`config.mk`:
```
export PLATFORM = sky130hd
export DESIGN_NAME = sec_bus_arbiter
export DESIGN_NICKNAME = d
export VERILOG_FILES = /design/src/rtl/sba_pkg.sv /design/src/rtl/sba_rr_pick.sv /design/src/rtl/sba_preempt_timer.sv /design/src/rtl/sec_bus_arbiter.sv
export SDC_FILE = /design/constraint.sdc
export NUM_CORES = 1
export LEC_CHECK = 0
export ABC_AREA = 1
export BUFFER_PORTS_ARGS = -buffer_cell sky130_fd_sc_hd__buf_4
export CORE_UTILIZATION = 25
export DETAILED_ROUTE_END_ITERATION = 7
export PLACE_DENSITY = 0.48
export RECOVER_POWER = 100
export SKIP_CTS_REPAIR_TIMING = 1
export SYNTH_ARGS = -nofsm -noshare
export SYNTH_HDL_FRONTEND = slang
export SYNTH_SLANG_ARGS = --single-unit
```
`constraint.sdc`:
```
create_clock -name clk_i -period 7.9 [get_ports clk_i]
set_input_delay 2.37 -clock clk_i [delete_from_list [all_inputs] [get_ports clk_i]]
set_output_delay 2.37 -clock clk_i [all_outputs]
set_load 0.03 [all_outputs]
```
`src/rtl/sba_pkg.sv`:
```
`timescale 1ns/1ps
package sba_pkg;
  localparam int unsigned TP_MAX = 128;
  localparam int unsigned CNT_W  = $clog2(TP_MAX) + 1;

  function automatic logic [CNT_W-1:0] tp_limit(input logic [2:0] sel);
    case (sel)
      3'd0:    tp_limit = CNT_W'(8);
      3'd1:    tp_limit = CNT_W'(16);
      3'd2:    tp_limit = CNT_W'(32);
      3'd3:    tp_limit = CNT_W'(64);
      3'd4:    tp_limit = CNT_W'(128);
      default: tp_limit = CNT_W'(32);
    endcase
  endfunction
endpackage

```
`src/rtl/sba_rr_pick.sv`:
```
`timescale 1ns/1ps
module sba_rr_pick #(
  parameter int N  = 5,
  parameter int IW = $clog2(N)
) (
  input  logic [N-1:0]  req_i,
  input  logic [IW-1:0] last_i,
  output logic [IW-1:0] idx_o,
  output logic          valid_o
);
  // search starts one past last owner; last owner itself excluded
  always_comb begin
    idx_o   = last_i;
    valid_o = 1'b0;
    for (int k = 1; k < N; k++) begin
      int c;
      c = (int'(last_i) + k) % N;
      if (!valid_o && req_i[c]) begin
        idx_o   = IW'(c);
        valid_o = 1'b1;
      end
    end
  end
endmodule

```
`src/rtl/sba_preempt_timer.sv`:
```
`timescale 1ns/1ps
module sba_preempt_timer import sba_pkg::*; #(
  parameter int W = CNT_W
) (
  input  logic         clk_i,
  input  logic         rst_ni,
  input  logic         run_i,
  input  logic [W-1:0] limit_i,
  output logic         expired_o
);
  logic [W-1:0] cnt_q;
  logic         at_lim;

  assign at_lim    = (cnt_q >= limit_i - W'(1));
  assign expired_o = run_i && at_lim;

  // saturates so a late enable still fires
  always_ff @(posedge clk_i or negedge rst_ni) begin
    if (!rst_ni)      cnt_q <= '0;
    else if (!run_i)  cnt_q <= '0;
    else if (!at_lim) cnt_q <= cnt_q + W'(1);
  end
endmodule

```
`src/rtl/sec_bus_arbiter.sv`:
```
`timescale 1ns/1ps
module sec_bus_arbiter import sba_pkg::*; #(
  parameter  int NUM_EXT = 4,
  localparam int N       = NUM_EXT + 1,
  localparam int IW      = $clog2(N)
) (
  input  logic         clk_i,
  input  logic         rst_ni,
  input  logic         ext_arb_i,
  input  logic         preempt_off_i,
  input  logic [2:0]   tp_sel_i,
  input  logic [N-1:0] req_ni,
  output logic [N-1:0] gnt_no
);
  logic [N-1:0]     req;
  logic [N-1:0]     owner_oh;
  logic [N-1:0]     others;
  logic             owner_req;
  logic [IW-1:0]    owner_q;
  logic             gap_q;
  logic [IW-1:0]    pick_idx;
  logic             pick_vld;
  logic             tmr_run;
  logic             tmr_exp;
  logic             do_switch;
  logic [CNT_W-1:0] limit;

  assign req       = ~req_ni;
  assign owner_oh  = N'(1) << owner_q;
  assign others    = req & ~owner_oh;
  assign owner_req = |(req & owner_oh);
  assign limit     = tp_limit(tp_sel_i);

  sba_rr_pick #(.N(N), .IW(IW)) u_pick (
    .req_i   (others),
    .last_i  (owner_q),
    .idx_o   (pick_idx),
    .valid_o (pick_vld)
  );

  assign tmr_run = !ext_arb_i && !gap_q && pick_vld && owner_req;

  sba_preempt_timer #(.W(CNT_W)) u_tmr (
    .clk_i     (clk_i),
    .rst_ni    (rst_ni),
    .run_i     (tmr_run),
    .limit_i   (limit),
    .expired_o (tmr_exp)
  );

  assign do_switch = !ext_arb_i && !gap_q && pick_vld &&
                     (!owner_req || (!preempt_off_i && tmr_exp));

  always_ff @(posedge clk_i or negedge rst_ni) begin
    if (!rst_ni) begin
      owner_q <= '0;
      gap_q   <= 1'b0;
    end else if (ext_arb_i) begin
      owner_q <= '0;
      gap_q   <= 1'b0;
    end else if (do_switch) begin
      owner_q <= pick_idx;
      gap_q   <= 1'b1;
    end else if (gap_q) begin
      gap_q   <= 1'b0;
    end
  end

  for (genvar g = 0; g < N; g++) begin : g_gnt
    assign gnt_no[g] = ext_arb_i | gap_q | (owner_q != IW'(g));
  end
endmodule

```
After elaboration in Yosys (flattened, before gate mapping)
Cells that the tools add are included.
- bits in registers: 12
- input bits: 12
- output and inout port bits: 5
- logic and storage cells: 87
- $add $sub $neg: 6
- divide/modulo/power cells: 4
- magnitude comparators: 5
- eq/ne operators: 8
- shifts and indexed selects: 1
- multiplexer cells: 27
- bitwise gates (word level): 10
- reduce and logical (&&, ||, !) cells: 23
- operator list (kind ; number):
    $lt A32 B5 Y1 const B ; 4
    $mod A32 B4 Y32 const B ; 4
    $pmux W8 S4 ; 1
    $mux W3 ; 6
    $mux W8 ; 2
    $mux W1 ; 14
    $bmux W1 S3 ; 4
    $and A5 B5 Y5 ; 2
    $not A5 Y5 ; 2
    $logic_and A1 B1 Y1 ; 9
    $add A3 B2 Y4 const B ; 2
    $add A8 B1 Y8 const B ; 1
    $ge A8 B8 Y1 ; 1
    $sub A8 B1 Y8 const B ; 1
    $logic_not A1 Y1 ; 7
    $ne A3 B2 Y1 const B ; 2
    $or A1 B1 Y1 ; 6
    $reduce_bool A5 Y1 ; 1
    $reduce_or A5 Y1 ; 1
    $shl A1 B3 Y5 const A ; 1
    $add A3 B1 Y4 const B ; 1
    $add A3 B3 Y4 const B ; 1
    $eq A3 B1 Y1 const B ; 1
    $eq A3 B2 Y1 const B ; 1
    9 further kinds ; 9

Longest topological paths before layout
- depth in word-level cells: 24
- mapped depth: 28
- mapped depth without buffers: 27

Hierarchy
A second synthesis with hierarchy kept.
- cells, all modules: 404
- area total of the unflattened synthesis: 2534.9 um2
- by module, submodules not included (module ; times used ; cells each ; area an instance (um2) ; seq. area each (um2)):
    sba_rr_pick ; 1 ; 217 ; 1268.7 ; 0.0
    sba_preempt_timer ; 1 ; 117 ; 847.1 ; 200.2
    sec_bus_arbiter ; 1 ; 70 ; 419.2 ; 100.1

Worst setup path after synthesis
Ideal clock, no wire load.
- path kind: input -> output
- start point: input ext_arb_i
- end point: output gnt_no[0]
- data arrival time: 3.091 ns
- required time: 5.530 ns
- slack: 2.439 ns
- stages on the path: 2
- path buffers: 0
- path through: nor2_1 nand3_1
- longest elaborated chain between the ends: 2
- RTL lines (what ; line ; RTL):
    start, declared ; sec_bus_arbiter.sv:9 ; input logic ext_arb_i,
    $or A1 B1 Y1 (2 in series) ; sec_bus_arbiter.sv:70 ; assign gnt_no[g] = ext_arb_i | gap_q | (owner_q != IW'(g));
    end, declared ; sec_bus_arbiter.sv:13 ; output logic [N-1:0] gnt_no
Every way passes these cells.

Final worst setup path
- start point: input ext_arb_i
- end point: output gnt_no[2]
Same word-level chain as after synthesis.

==> summary.txt <==
Clock network
  • TritonCTS clock tree: built
  • H-tree Lvls: 1
  • CTS Buf Count: 3
  • Worst-path clk slew: 50 ps
  • CTS max path bufs: 2
  • Root Driver: clkbuf_8
  • CTS Sinks: 12
  • Later-pin clock latency in the skew report: 240 ps

Yosys
  • Synthesized instance count: 356
  • Seq cells post-synth: 12
  • Post-synthesis sequential area ratio: 13.45%
  • Share of the synthesized area in the top cell type: 16.82%
  • Post-synthesis average cell area: 6.270 sq um
  • Netlist cell types: 37
  • Warnings, synthesis: 0
  • Cell taking the most area after synthesis: nand2_1
  • Top post-synthesis cells by area: nand2_1 17%, ha_1 15%, dfrtp_1 13%
  • Synthesized netlist net count: 394
  • Cell Area, Synth: 0.002232 sq mm

Floorplan
  • Core Area: 0.008678 sq mm
  • Die ar.: 0.009310 sq mm
  • Core Rows: 34
  • Initial Utilization: 25.72%
  • Die Y: 96.49 microns
  • Boundary Pins: 17
  • Die width: 96.49 microns

Setup path
  • Data required time at the worst endpoint: 5530 ps
  • CP Class: primary input to primary output
  • WP data arrival: 3330 ps
  • Startpoint class of the critical path: primary input
  • Peak fanout along the critical path: 7
  • Worst setup EP type: primary output
  • Worst reg2reg path startpoint: owner_q[0]$_DFFE_PN0P_
  • Worst Setup SP: ext_arb_i

GRT
  • Largest net degree at the start of global routing: 17
  • Vias in the first global route: 1,989
  • Global-route wire length before repair: 9128 microns
  • Global-route usage over all layers: 12.40%
  • Grt ovf: 0
  • Initial antenna violation count: 0

STA
  • Setup violators final: 0
  • Max-slew headroom: 55.49%
  • Final Hold Vio Count: 0
  • Skew final: 4.859 ps
  • Final hold slack: 571.7 ps
  • Unrepaired setup endpoints after global routing: no
  • Final min period: 5701 ps
  • Worst slew pin tran: 667.6 ps
  • Setup TNS: 0 ps
  • Final max-slew violation count: 0
  • Fin crit share: 72.16%
  • Fmax: 175.4 MHz

Pwr
  • Cell leakage power: 0.001327 uW
  • Power per Cell Area: 329.0 mW/mm^2
  • Peak VDD IR: 91.85 uV

Cells and area
  • # diodes: 0
  • Most frequent cells in the layout: 104 x nand2_1, 53 x nand3_1, 52 x inv_1
  • Share of cells above drive strength 1: 11.05%
  • Nets: 411
  • Commonest non-fill, non-tap cell in the layout: nand2_1
  • Synthesis-to-finish area growth: 7.736%

Outcome
  • Status: finished, final reports clean

Routing
  • TritonRoute pass-1 iters: 4
  • Number of DRC markers in iteration 0: 119
  • WL final: 5457 microns
  • Vias per inst: 4.643
  • Routed Antenna Nets: 0
  • DR DRC count: 0
  • Via count: 2,224
  • Routed len/inst: 11.39 microns

Placement
  • Gpl congestion: 0.7774
  • I/O Buffers: 16
  • Post-DP HPWL: 4554 microns

Run
  • Max Cap Viol: 0

Hold path
  • HP Start: u_tmr.cnt_q[7]$_DFFE_PN0P_
  • HP Class: register to register
[final cells by class]
cell class,count,area (sq um)
sequential,12,300.3
inverter,56,212.7
fill,1000,6274
tap,108,135.1
timing repair buffer,16,97.59
clock buffer,3,41.29
multi-input combinational,284,1618
[metrics by stage]
step                util (%)  area, sq um  setup WS [ps]  instances  total power (uW)
global placement       28.17         2445           2190        476             763.0
global route           27.71         2405           2162        479             900.2
detailed placement     28.17         2445           2161        476             767.9
floorplan                  -         2232           2439        356             643.0
CTS                    28.65         2486           2139        479             826.3
finish                 27.71         2405           2199        479             791.1
[final timing paths]
| kind | endpoint | slack (ps) | cells past startpoint |
|---|---|---|---|
| worst max-delay path | gnt_no[2] | 2200 | 4 |
| worst min-delay path | u_tmr.cnt_q[7]$_DFFE_PN0P_ | 570 | 2 |
| worst max register to register | u_tmr.cnt_q[2]$_DFFE_PN0P_ | 3580 | 20 |
| worst min register to register | u_tmr.cnt_q[7]$_DFFE_PN0P_ | 570 | 2 |
| max in group asynchronous | owner_q[1]$_DFFE_PN0P_ | 5360 | 1 |
| min in group asynchronous | u_tmr.cnt_q[0]$_DFFE_PN0P_ | 2130 | 1 |
[layer usage]
metal	wire (microns)	global-route usage [%]	vias to the layer above
li1	-	-	1189
met1	2727	17.24	1010
met2	2622	21.60	23
met3	95	0.2347	2
met4	11	2.206	0
met5	0	0	-
[power by group]
part           total (uW)  leakage, uW  internal, uW  switching, uW
Clock                53.8    0.0000216          33.4           20.4
Combinational         645      0.00114           214            430
Sequential           92.7     0.000164          69.9           22.8
[critical path: stages]
cell      delay, ps
buf_4           130
nor2_1          450
nand3_1         140
clkbuf_1        250
[cells by family (layout without fill, tap and decap cells)]
group	count (synthesis)	in the layout	share of synthesized area (%)
AO/OA/AOI/OAI	32	32	8.185
XOR/XNOR	7	7	2.747
adder cells (fa/ha/maj)	26	26	14.57
buffers and inverters	60	75	11.44
flip-flops	12	12	13.45
other	1	1	0.1680
AND/OR/NAND/NOR	218	218	49.44
[cell usage after synthesis]
cell type	number
nor2_4	1
or2_2	2
o21ai_2	2
nand2_1	100
nand3_2	4
conb_1	1
xor2_1	7
buf_4	1
a21oi_1	10
o32ai_1	1
buf_12	1
nor3_1	3
nand4_1	7
o21a_1	1
dfrtp_1	12
buf_6	1
a31o_2	1
and3_1	1
nand2_4	3
clkinv_1	1
nand2_2	14
nand3_1	50
nand3_4	3
ha_1	26
nor3_2	2
nand4_2	2
o22ai_1	1
o21ai_1	3
o221ai_1	1
inv_4	1
clkbuf_1	1
inv_2	2
nor3b_2	2
inv_1	52
o21ai_0	12
nor2_1	20
nand3b_1	4
[state kept, by name, indices dropped and copies added (netlist names)]
register and count:
gap_q 1, u_tmr.cnt_q 8, owner_q 3
Power figures use the tool's default switching activity.
